### config.mk
export PLATFORM = sky130hd
export DESIGN_NAME = adc_serial_target
export DESIGN_NICKNAME = d
export VERILOG_FILES = /design/src/rtl/adc_tgt_pkg.sv /design/src/rtl/adc_tgt_sync.sv /design/src/rtl/adc_tgt_cmd_parser.sv /design/src/rtl/adc_tgt_shifter.sv /design/src/rtl/adc_serial_target.sv
export SDC_FILE = /design/constraint.sdc
export NUM_CORES = 1
export LEC_CHECK = 0
export ABC_CLOCK_PERIOD_IN_PS = 4800
export BUFFER_PORTS_ARGS = -buffer_cell sky130_fd_sc_hd__buf_2
export CORE_MARGIN = 2
export CORE_UTILIZATION = 43
export CTS_BUF_LIST = sky130_fd_sc_hd__clkbuf_8
export DETAILED_ROUTE_END_ITERATION = 12
export SYNTH_ARGS = -nofsm -noshare
export SYNTH_HDL_FRONTEND = slang
export SYNTH_SLANG_ARGS = --single-unit
### constraint.sdc
create_clock -name clk -period 4.8 [get_ports clk]
set_input_delay 0.72 -clock clk [delete_from_list [all_inputs] [get_ports clk]]
set_output_delay 0.72 -clock clk [all_outputs]
set_load 0.01 [all_outputs]
### src/rtl/adc_tgt_pkg.sv
package adc_tgt_pkg;

    // Command fields that follow the start bit, MSB first on the wire.
    typedef struct packed {
        logic [2:0] chan;
        logic       unipolar;
        logic       single;
        logic [1:0] pwr;
    } cfg_t;

    localparam int CFG_BITS = $bits(cfg_t);
    localparam int CMD_BITS = CFG_BITS + 1;   // start bit plus fields

endpackage

### src/rtl/adc_tgt_sync.sv
module adc_tgt_sync #(
    parameter int               WIDTH     = 3,
    parameter int               STAGES    = 2,
    parameter logic [WIDTH-1:0] RESET_VAL = '0
) (
    input  logic             clk,
    input  logic             rst_n,
    input  logic [WIDTH-1:0] d_i,
    output logic [WIDTH-1:0] q_o
);

    logic [STAGES-1:0][WIDTH-1:0] pipe_d, pipe_q;

    always_comb begin
        pipe_d[0] = d_i;
        for (int i = 1; i < STAGES; i++) begin
            pipe_d[i] = pipe_q[i-1];
        end
    end

    always_ff @(posedge clk or negedge rst_n) begin
        if (!rst_n) begin
            pipe_q <= {STAGES{RESET_VAL}};
        end else begin
            pipe_q <= pipe_d;
        end
    end

    assign q_o = pipe_q[STAGES-1];

endmodule

### src/rtl/adc_tgt_cmd_parser.sv
module adc_tgt_cmd_parser
    import adc_tgt_pkg::*;
#(
    parameter int FRAME_EDGES = 16
) (
    input  logic clk,
    input  logic rst_n,
    input  logic edge_i,     // qualified rising SCLK edge
    input  logic active_i,   // chip-select asserted
    input  logic din_i,
    output logic done_o,     // command complete on this edge
    output cfg_t cfg_o
);

    localparam int            CW       = $clog2(FRAME_EDGES + 1);
    localparam int            SH_W     = CFG_BITS - 1;
    localparam logic [CW-1:0] LAST_EDGE = CW'(FRAME_EDGES);
    localparam logic [CW-1:0] CMD_EDGE  = CW'(CMD_BITS - 1);

    typedef struct packed {
        logic [CW-1:0]   cnt;    // edges seen in this frame, 0 = hunting
        logic [SH_W-1:0] shreg;  // field bits gathered after the start bit
        cfg_t            cfg;
    } state_t;

    state_t state_d, state_q;
    logic   done_d;

    always_comb begin
        state_d = state_q;
        done_d  = 1'b0;
        if (!active_i) begin
            state_d.cnt   = '0;
            state_d.shreg = '0;
        end else if (edge_i) begin
            if (state_q.cnt == '0 || state_q.cnt == LAST_EDGE) begin
                state_d.cnt   = din_i ? CW'(1) : '0;
                state_d.shreg = '0;
            end else begin
                state_d.cnt = state_q.cnt + 1'b1;
                if (state_q.cnt < CMD_EDGE) begin
                    state_d.shreg = {state_q.shreg[SH_W-2:0], din_i};
                end
                if (state_q.cnt == CMD_EDGE) begin
                    done_d        = 1'b1;
                    state_d.cfg   = cfg_t'({state_q.shreg, din_i});
                end
            end
        end
    end

    always_ff @(posedge clk or negedge rst_n) begin
        if (!rst_n) begin
            state_q <= '0;
        end else begin
            state_q <= state_d;
        end
    end

    assign done_o = done_d;
    assign cfg_o  = state_q.cfg;

endmodule

### src/rtl/adc_tgt_shifter.sv
module adc_tgt_shifter #(
    parameter int SAMPLE_W = 10
) (
    input  logic                clk,
    input  logic                rst_n,
    input  logic                edge_i,
    input  logic                active_i,
    input  logic                load_i,
    input  logic [SAMPLE_W-1:0] sample_i,
    output logic                dout_o,
    output logic                strobe_o
);

    localparam int            LW       = $clog2(SAMPLE_W + 2);
    localparam logic [LW-1:0] LOAD_CNT = LW'(SAMPLE_W + 1);

    typedef struct packed {
        logic [LW-1:0]       left;   // strobe period plus bits still to present
        logic [SAMPLE_W-1:0] sr;
        logic                dout;
        logic                strobe;
    } state_t;

    state_t state_d, state_q;

    always_comb begin
        state_d = state_q;
        if (!active_i) begin
            state_d = '0;
        end else if (edge_i) begin
            if (load_i) begin
                state_d.sr     = sample_i;
                state_d.left   = LOAD_CNT;
                state_d.strobe = 1'b1;
                state_d.dout   = 1'b0;
            end else if (state_q.left > LW'(1)) begin
                state_d.dout   = state_q.sr[SAMPLE_W-1];
                state_d.sr     = {state_q.sr[SAMPLE_W-2:0], 1'b0};
                state_d.left   = state_q.left - 1'b1;
                state_d.strobe = 1'b0;
            end else begin
                state_d.dout   = 1'b0;
                state_d.strobe = 1'b0;
                state_d.left   = '0;
            end
        end
    end

    always_ff @(posedge clk or negedge rst_n) begin
        if (!rst_n) begin
            state_q <= '0;
        end else begin
            state_q <= state_d;
        end
    end

    assign dout_o   = state_q.dout;
    assign strobe_o = state_q.strobe;

endmodule

### src/rtl/adc_serial_target.sv
module adc_serial_target
    import adc_tgt_pkg::*;
#(
    parameter int SAMPLE_W    = 10,
    parameter int FRAME_EDGES = 16,
    parameter int SYNC_STAGES = 2
) (
    input  logic                clk,
    input  logic                rst_n,
    input  logic                cs_n,
    input  logic                sclk,
    input  logic                din,
    input  logic [SAMPLE_W-1:0] sample,
    output logic                dout,
    output logic                dout_oe,
    output logic                sstrb,
    output logic [2:0]          chan,
    output logic                unipolar,
    output logic                single_ended,
    output logic [1:0]          pwr_mode
);

    typedef struct packed {
        logic sclk_prev;
        logic oe;
    } state_t;

    state_t state_d, state_q;
    logic   cs_n_s, sclk_s, din_s;
    logic   sclk_rise;
    logic   cmd_done;
    cfg_t   cfg;

    adc_tgt_sync #(
        .WIDTH    (3),
        .STAGES   (SYNC_STAGES),
        .RESET_VAL(3'b100)
    ) sync_i (
        .clk  (clk),
        .rst_n(rst_n),
        .d_i  ({cs_n, sclk, din}),
        .q_o  ({cs_n_s, sclk_s, din_s})
    );

    always_comb begin
        state_d.sclk_prev = sclk_s;
        state_d.oe        = !cs_n_s;
    end

    always_ff @(posedge clk or negedge rst_n) begin
        if (!rst_n) begin
            state_q <= '0;
        end else begin
            state_q <= state_d;
        end
    end

    assign sclk_rise = sclk_s && !state_q.sclk_prev && !cs_n_s;

    adc_tgt_cmd_parser #(
        .FRAME_EDGES(FRAME_EDGES)
    ) parser_i (
        .clk     (clk),
        .rst_n   (rst_n),
        .edge_i  (sclk_rise),
        .active_i(!cs_n_s),
        .din_i   (din_s),
        .done_o  (cmd_done),
        .cfg_o   (cfg)
    );

    adc_tgt_shifter #(
        .SAMPLE_W(SAMPLE_W)
    ) shifter_i (
        .clk     (clk),
        .rst_n   (rst_n),
        .edge_i  (sclk_rise),
        .active_i(!cs_n_s),
        .load_i  (cmd_done),
        .sample_i(sample),
        .dout_o  (dout),
        .strobe_o(sstrb)
    );

    assign dout_oe      = state_q.oe;
    assign chan         = cfg.chan;
    assign unipolar     = cfg.unipolar;
    assign single_ended = cfg.single;
    assign pwr_mode     = cfg.pwr;

endmodule

# [Word level (Yosys, flattened, before mapping)]
# Index checks and enable logic that the tools add are counted.
# W data, S select, Z words.
[totals] output_inout_bits=10 romBits=0 input_bits=15 word_cells=51 register_bits=42 memories=0 latchBits=0 ramBits=0
[classes] bitwise=2 n_shift=0 addsub=2 div_mod_pow=0 mul=0 n_lt_le_gt_ge=2 muxes=17 reduce_logical=12 eq_ne=2
[ops] cell="$mux W16" n=3
[ops] cell="$mux W11" n=2
[ops] cell="$mux W18" n=1
[ops] cell="$mux W7" n=2
[ops] cell="$mux W10" n=1
[ops] cell="$mux W6" n=1
[ops] cell="$reduce_bool A3 Y1" n=2
[ops] cell="$add A5 B1 Y5 const B" n=1
[ops] cell="$eq A5 B3 Y1 const B" n=1
[ops] cell="$eq A5 B5 Y1 const B" n=1
[ops] cell="$logic_not A5 Y1" n=1
[ops] cell="$lt A5 B3 Y1 const B" n=1
[ops] cell="$mux W1" n=5
[ops] cell="$gt A4 B1 Y1 const B" n=1
[ops] cell="$mux W4" n=1
[ops] cell="$reduce_and A2 Y1" n=2
[ops] cell="$reduce_and A4 Y1" n=1
[ops] cell="$sub A4 B1 Y4 const B" n=1
[ops] cell="$logic_and A1 B1 Y1" n=2
[ops] cell="$logic_not A1 Y1" n=2
[ops] cell="$mux W2" n=1
[ops] cell="$not A1 Y1" n=2
[ops] cell="$reduce_bool A2 Y1" n=1
[ops] cell="$logic_or A1 B1 Y1" n=1

# [Logic depth before layout (Yosys ltp)]
# Gate-level depths: netlist of run 1.
[logic_depth] ltp_word=8 mapped_depth=6 depth_no_buf=5

# [Modules after synthesis]
# From an unflattened synthesis of run 1, not the netlist that was laid out.
[unflattened] cells_unflattened=180 area_unflattened_um2=2085.8
[modules_own_cells] module="adc_tgt_cmd_parser" n_inst=1 cells_each=85 area_per_inst_um2=934.6
[modules_own_cells] module="adc_tgt_shifter" n_inst=1 cells_each=85 area_per_inst_um2=932.1
[modules_own_cells] module="adc_tgt_sync" n_inst=1 cells_each=6 area_per_inst_um2=152.6
[modules_own_cells] module="adc_serial_target" n_inst=1 cells_each=4 area_per_inst_um2=66.3

# [Worst setup path before layout of run 1]
# OpenSTA, ideal clock, no wires.
[synth_path] path_type="register to register" start="reg parser_i.state_q[13] in the netlist's numbering" end="reg shifter_i.state_q[10] in the netlist's numbering" n_path_buf=1 t_required_ps=4699 stages_incl_launch_ff=6 slack_ps=3160 setup_time_ps=101 t_arrival_ps=1539 path_cell_list="dfrtp_1 -> ha_1 -> nor4bb_1 -> buf_2 -> o31a_4 -> o311ai_2"
[synth_via] elab_chain_len=8 elab_cells_between_ends=13 cone_classes="2 x eq/ne; 7 x mux; 4 x reduce/logical"
[synth_lines] item="from (decl)" line="adc_tgt_cmd_parser.sv:26" rtl="state_t state_d, state_q;"
[synth_lines] item="from (signal assigned)" line="adc_tgt_cmd_parser.sv:56" rtl="state_q <= state_d;"
[synth_lines] item="$eq A5 B3 Y1, or another cell as far along" line="adc_tgt_cmd_parser.sv:44" rtl="if (state_q.cnt == CMD_EDGE) begin"
[synth_lines] item="$mux W1 or $logic_or A1 B1 Y1 (tied branches)" line="adc_tgt_cmd_parser.sv:44, adc_tgt_cmd_parser.sv:36"
[synth_lines] item="$mux W1 (*)" line="adc_tgt_cmd_parser.sv:36" rtl="if (state_q.cnt == '0 || state_q.cnt == LAST_EDGE) begin"
[synth_lines] item="$mux W1 (*)" line="adc_tgt_cmd_parser.sv:35" rtl="end else if (edge_i) begin"
[synth_lines] item="$mux W1 (*)" line="adc_tgt_cmd_parser.sv:32" rtl="if (!active_i) begin"
[synth_lines] item="$mux W16" line="adc_tgt_shifter.sv:31" rtl="if (load_i) begin"
[synth_lines] item="$mux W16" line="adc_tgt_shifter.sv:30" rtl="end else if (edge_i) begin"
[synth_lines] item="$mux W16" line="adc_tgt_shifter.sv:28" rtl="if (!active_i) begin"
[synth_lines] item="to (signal assigned)" line="adc_tgt_shifter.sv:53" rtl="state_q <= state_d;"
[synth_lines] item="to (decl)" line="adc_tgt_shifter.sv:24" rtl="state_t state_d, state_q;"
# Every way passes the cells marked *; elsewhere a longest branch is shown, timed or not. The select of a mux whose other input is x is not followed.
# A chain may end at the register's enable or synchronous reset.

# [Worst setup path in the final report of run 1]
[layout_path] start="reg shifter_i.state_q[12] in the netlist's numbering" end="reg shifter_i.state_q[7] in the netlist's numbering"
[layout_via] elab_chain_len=3
[layout_lines] item="$gt A4 B1 Y1" line="adc_tgt_shifter.sv:36" rtl="end else if (state_q.left > LW'(1)) begin"
[layout_lines] item="$reduce_bool A3 Y1 (no source line)"
[layout_lines] item="$reduce_and A2 Y1 (no source line)"
# No other way between the ends.

==> impl_results.md, run 1 <==
* Io pins at 25
* CTS tree: done
* Crit path max fanout at 13
* Pwr per Cell Area at 312 mW/mm^2
* Synth warnings at 0
* Clk sinks at 42
* Final number of setup-violating endpoints at 0
* Largest net degree at the start of global routing at between 40 and 50
* Main combinational cell family by area after synthesis: compound AO/OA/AOI/OAI gates
* Clock share of power at 41.3%
* Path type of the worst min-delay path: reg -> reg
* Worst Path Required at 4.96 ns
* GRT Residual Overflow at 0
* Routed WL at 3980 um
* Die width at between 70 and 80 um
* Number of synthesized flops with an enable pin at 0
* Hold Path Origin: sync_i.pipe_d[4]$_DFF_PN0_
* Die area at 0.00525 sq mm
* Drt first pass iters at 4
* Fraction of final layout cells sized beyond drive strength 1 at around 27%
* R2R Path End: shifter_i.state_q[7]$_DFFE_PN0P_
* Vias in the first global route at around 1400
* CP endpoint kind: flop
* FF+latch count, synth at between 40 and 50
* Top FF cell, synth: dfrtp_1
* Combinational share of power at 6.3%
* Die height at 72.4 um
* Multiplexer area fraction after synthesis at 3.91%
* DRT antenna net count at 0
* Initial DRC count at 60
* Number of diodes at 0
* Final Hold Viols at 0
* Worst path max stage delay at 0.66 ns
* FF-to-FF setup slack at between 2 and 3 ns
* Final GP Congestion at 0.747
* Relative slew slack at a little under two fifths
* Core region area at ~0.0044 sq mm
* Status: finished, final reports clean
* Max Freq at 507 MHz
* Number of port buffers at 24
* DR WL/cell at around 17 um
* Pint at 533 uW
* Post-Synth XOR/XNOR Area at 0%
* CP arrival at roughly 2.1 ns
* Synth Area per Inst at 11.7 sq um
* Post-synthesis sequential area ratio at between 50% and 60%
* Hold EP: sync_i.q_o[1]$_DFF_PN0_
* Net Sw Frac at between 20% and 30%
* Cells after Synth at 172
* Final Net Count at 207
* Setup_tns at 0 ns
* Setup CP Type: reg -> reg
* Part of the power in registers at 52.4%
* Synthesized cell area at 0.00201 sq mm
* CP delay by family, top: simple AND/OR/NAND/NOR gates
* Critical path's slowest cell: nor2_1
* Maximum VDD drop at 0.000178 V
* H-Tree Depth at 2
* Least-Margin Pin Slew at 0.942 ns
* First-pass GRT wire length at 6810 um
* Synth Area in Simple Gates at 11.6%
* Slew Viols, Final at 0
* RSZ-0062 raised after global routing: false
* Compound-cell area share of the yosys netlist at 22.7%
* Post-CTS sizing at 0
* Maxcap violations at 0
* Vias at 1398
* P&R area growth vs syn at 11.7%
* Initial antenna violation count at 0
* Reg2reg start: shifter_i.state_q[12]$_DFFE_PN0P_
* Fin Clk Skew at between 0.01 and 0.015 ns
* Deepest clock path buffer count at 2
* Startpoint types: flop
* Total CTS buffers at 5
* Min cycle time layout at 1.97 ns
* Starting Density at 45.3%
* Final worst path period share at 41.1%
* Total power draw at 702 uW
* Synthesized-area fraction occupied by adder cells at 2.48%
* R2R cell count at 5
* Worst Hold Depth at 0
* CTS root buf: clkbuf_8
* Post-route DRC at 0
* Clk_lat worst skew at roughly 0.30 ns
* Yosys cell types at 39
* WP buf/inv at 1
* GRT Resource Usage Total at 16.6%
* Post-CTS Setup Bufs at 0
* Hold Buf Count CTS at 0
* # rows at 24
* Reg clk slew, reported paths at 0.09 ns
* Worst path cell trace: inv_1, ha_1, nor2_1, o31a_4, o311ai_2
* Vias per cell at around 5.8
* Async SR Flop Fraction at 100%
* Leak at 0.986 nW
* P_sw at 169 uW
* HPWL after DPL at 2620 um
* Synth Net Count at approximately 190
-- final cells by class --
class / count / area (sq um)
Clock buffer: 5 / 68.8
Timing Repair Buffer: 26 / 135
Multi-Input combinational cell: 99 / 826
Fill cell: 398 / 2190
Sequential cell: 42 / 1050
Inverter: 14 / 52.6
Clock inverter: 3 / 48.8
Tap cell: 52 / 65.1
-- registers in the layout, indices dropped and copies added (netlist names) --
name / flops
state_q: 1
sync_i.q_o: 3
shifter_i.dout_o: 1
dout_oe: 1
shifter_i.strobe_o: 1
sync_i.pipe_d: 3
parser_i.state_q: 11
shifter_i.state_q: 14
parser_i.cfg_o: 7
-- cell usage after synthesis (3+ instances only) --
cell	n	area share, %
o21ai_1	3	0.75
buf_4	5	1.9
inv_1	14	2.6
nand3_1	12	3.0
o21ai_0	4	0.99
buf_2	5	1.2
clkbuf_1	6	1.1
mux2_1	7	3.9
o2111ai_1	10	4.3
a21oi_1	5	1.2
nand2_1	8	1.5
a22o_1	6	2.6
or3_1	4	1.2
ha_1	4	2.5
dfrtp_1	40	50
a31oi_1	4	1.2
o311ai_2	9	7.3
-- power by group through the flow --
stage,sequential [mW],combinational (mW),clock (mW)
finish,0.368,0.0441,0.290
global route,0.369,0.0502,0.312
CTS,0.368,0.0446,0.298
detailed placement,0.375,0.0445,0
global placement,0.375,0.0434,0
floorplan,0.371,0.0290,0
-- placed cells by master, fill, tap and decap left out, types with 2 or more instances in the layout --
master     instances
a21oi_1            5
a22o_1             6
a31oi_1            4
buf_2             24
buf_4              2
clkbuf_8           5
dfrtp_1           40
dfstp_2            2
ha_1               4
inv_1             14
mux2_1             7
nand2_1            8
nand3_1           12
nand3b_1           2
nor2_1             2
nor3b_2            2
o2111ai_1         10
o21ai_0            4
o21ai_1            3
o311ai_2           9
or3_1              4
-- worst max path at each step --
stage / cells past startpoint / endpoint / slack, ns / startpoint
2_1_floorplan: 5 / shifter_i.state_q[10]$_DFFE_PN0P_ / 3.16 / parser_i.state_q[13]$_DFFE_PN0P_
3_3_place_gp: 5 / shifter_i.state_q[5]$_DFFE_PN0P_ / 2.93 / shifter_i.state_q[12]$_DFFE_PN0P_
3_5_place_dp: 5 / shifter_i.state_q[7]$_DFFE_PN0P_ / 2.86 / shifter_i.state_q[12]$_DFFE_PN0P_
4_1_cts: 5 / shifter_i.state_q[7]$_DFFE_PN0P_ / 2.84 / shifter_i.state_q[12]$_DFFE_PN0P_
5_1_grt: 5 / shifter_i.state_q[7]$_DFFE_PN0P_ / 2.67 / shifter_i.state_q[12]$_DFFE_PN0P_
6_report: 5 / shifter_i.state_q[7]$_DFFE_PN0P_ / 2.83 / shifter_i.state_q[12]$_DFFE_PN0P_
-- through the flow --
| step | util, % | instance area (sq um) | worst slack (ns) | std cells | hold slack [ns] |
|---|---|---|---|---|---|
| floorplan | - | 2010 | 3.16 | 172 | 0.331 |
| CTS | 50.6 | 2250 | 2.84 | 241 | 0.362 |
| global route | 50.6 | 2250 | 2.67 | 241 | 0.364 |
| detailed placement | 48.0 | 2130 | 2.86 | 233 | 0.341 |
| finish | 50.6 | 2250 | 2.83 | 241 | 0.356 |
| global placement | 48.0 | 2130 | 2.93 | 233 | 0.334 |
-- cell families after synthesis --
family                     count (synthesis)
and+or+nand+nor                           39
muxes                                      7
buffers and inverters                     31
DFF                                       42
AOI/OAI and AO/OA                         49
adders and majority gates                  4
-- routing by layer --
metal  GRT usage [%]  vias up  part of all wire [%]
met1            20.7      694                    46
met5               0        -                     0
met3            4.03        6                   3.3
met2            28.4       23                    50
li1                -      675                     -
met4            5.35        0                   1.4
No activity file was read; power rests on OpenSTA's default activity.
==> run 2, diff against run 1 <==
--- a/config.mk
+++ b/config.mk
@@ -5,7 +5,7 @@
 export SDC_FILE = /design/constraint.sdc
 export NUM_CORES = 1
 export LEC_CHECK = 0
-export ABC_CLOCK_PERIOD_IN_PS = 4800
+export ABC_CLOCK_PERIOD_IN_PS = 2100
 export BUFFER_PORTS_ARGS = -buffer_cell sky130_fd_sc_hd__buf_2
 export CORE_MARGIN = 2
 export CORE_UTILIZATION = 43
==> constraint.sdc (replaced) <==
create_clock -name clk -period 2.1 [get_ports clk]
set_input_delay 0.315 -clock clk [delete_from_list [all_inputs] [get_ports clk]]
set_output_delay 0.315 -clock clk [all_outputs]
set_load 0.01 [all_outputs]
==> run 2 against run 1 <==
Maximum frequency up 3.1%. Core utilization increased by 0.90 points. Final cell count increased by 2.5%. Clock skew shrank 0.0041 ns. Largest power group unchanged. Highest routed layer unchanged.
==> impl_results.md, run 2 (synthesized netlist as in run 1, its figures left out) <==
* Status: finished, final reports clean
* Relative slew slack at approximately 63%
* CP endpoint kind: flop
* Die height at 72.4 um
* First-pass GRT wire length at between 7000 and 8000 um
* Maximum VDD drop at 0.000365 V
* Met1 WL at 1840 um
* Initial DRC count at 75
* Max Freq at 523 MHz
* DR WL/cell at 16.9 um
* Deepest clock path buffer count at 2
* Worst path cell trace: ha_1, nor4bb_2, buf_4, o31a_4, o311ai_2
* Setup crit end: shifter_i.state_q[8]$_DFFE_PN0P_
* Io pins at 25
* Final Hold Viols at 0
* Routed WL at around 4200 um
* Maxcap violations at 0
* Final number of setup-violating endpoints at 0
* Largest net degree at the start of global routing at 27
* Reg clk slew, reported paths at approximately 0.09 ns
* R2R cell count at 5
* RSZ-0062 raised after global routing: false
* CP arrival at approximately 2.1 ns
* CP Depth at 5
* P&R area growth vs syn at 13.7%
* CP delay by family, top: compound AO/OA/AOI/OAI gates
* Number of diodes at 0
* Least-Margin Pin Slew at 0.562 ns
* CTS root buf: clkbuf_8
* Pwr per Cell Area at about 700 mW/mm^2
* WP buf/inv at 1
* Setup CP Type: reg -> reg
* Top reg by flops: shifter_i.state_q
* Filler Cells Inserted at 405
* Min cycle time layout at 1.91 ns
* Largest register FFs at 14
* # rows at 24
* Worst hold slack at 0.00335 ns
* Final worst path period share at just over 90%
* Final core utilization at 51.5%
* Final GP Congestion at 0.777
* Number of port buffers at 24
* Die width at around 72 um
* Multi-input combinational cell area at around 830 sq um
* Final Net Count at between 200 and 250
* Slew Viols, Final at 0
* Critical path's slowest cell: o31a_4
* Core region area at 0.00444 sq mm
* Leak at approximately 1.0 nW
* Routed wl met3 at 142 um
* Drt first pass iters at 4
* Starting Density at a little under half
* GRT Resource Usage Total at 17.5%
* Reg area at 0.00105 sq mm
* Startpoint types: flop
* Post-CTS sizing at 0
* Initial antenna violation count at 0
* Clk sinks at 42
* Clk_lat worst skew at 0.29 ns
* Hold Buf Count CTS at 0
* DRT antenna net count at 0
* Crit path max fanout at 14
* Vias per cell at 5.91
* Fraction of final layout cells sized beyond drive strength 1 at 29.2%
* Die area at 0.00525 sq mm
* H-Tree Depth at 2
* Path type of the worst min-delay path: in -> async
* Metal2 WL at 2110 um
* GRT Residual Overflow at 0
* Setup_tns at 0 ns
* Vias at 1461
* Reg2reg start: parser_i.state_q[13]$_DFFE_PN0P_
* Post-CTS Setup Bufs at 0
* R2R Path End: shifter_i.state_q[8]$_DFFE_PN0P_
* Vias in the first global route at 1445
* Worst path max stage delay at 0.44 ns
* Total CTS buffers at 5
* HPWL after DPL at 2920 um
* Fin Clk Skew at 0.00655 ns
* CTS tree: done
* Post-route DRC at 0
* FF-to-FF setup slack at 0.19 ns
* Commonest non-fill, non-tap cells in the layout: dfrtp_1, buf_2, inv_1
* Commonest non-fill, non-tap cell in the layout: dfrtp_1
* Worst Path Required at 2.29 ns
* Crit path from: parser_i.state_q[13]$_DFFE_PN0P_
* Top layer in use: met4
-- run 2: through the flow --
step / cells / worst slack (ns) / total power [mW] / cell area (sq um)
2_1_floorplan: 172 / 0.460 / 0.913 / 2010
3_3_place_gp: 239 / 0.292 / 0.965 / 2180
3_5_place_dp: 239 / 0.228 / 0.969 / 2180
4_1_cts: 247 / 0.208 / 1.61 / 2290
5_1_grt: 247 / 0.0699 / 1.67 / 2290
6_report: 247 / 0.186 / 1.60 / 2290
-- run 2: routing by layer --
| layer | vias to the layer above | GRT usage (%) |
|---|---|---|
| li1 | 683 | - |
| met1 | 745 | 21.4 |
| met2 | 26 | 29.8 |
| met3 | 7 | 4.44 |
| met4 | 0 | 6.38 |
| met5 | - | 0 |
-- run 2: worst min-delay path by stage --
stage / start / endpoint / slack, ns / cells after the start
floorplan: rst_n / dout_oe$_DFF_PN0_ / 0.02 / 0
global placement: rst_n / parser_i.cfg_o[6]$_DFFE_PN0P_ / 0.33 / 1
detailed placement: rst_n / parser_i.cfg_o[6]$_DFFE_PN0P_ / 0.33 / 1
CTS: rst_n / parser_i.state_q[11]$_DFFE_PN0P_ / 0.01 / 1
global route: rst_n / parser_i.state_q[11]$_DFFE_PN0P_ / 0.03 / 1
finish: rst_n / parser_i.state_q[11]$_DFFE_PN0P_ / 0.003 / 1
-- run 2: where the power goes --
group / leakage [nW] / internal (mW) / total, mW / switching (mW)
Sequential: 0.564 / 0.823 / 0.837 / 0.0139
Clock: 0.0585 / 0.356 / 0.643 / 0.287
Combinational: 0.394 / 0.0412 / 0.116 / 0.0749
Total: 1.02 / 1.22 / 1.60 / 0.376
-- run 2: area by class of cell --
type | instances | area share, %
clock inverter | 3 | 1.91
tap | 52 | 2.84
inverter | 14 | 2.30
sequential | 42 | 46.0
clock buffer | 5 | 3.01
multi-input combinational | 99 | 36.1
timing repair buffer | 32 | 7.87
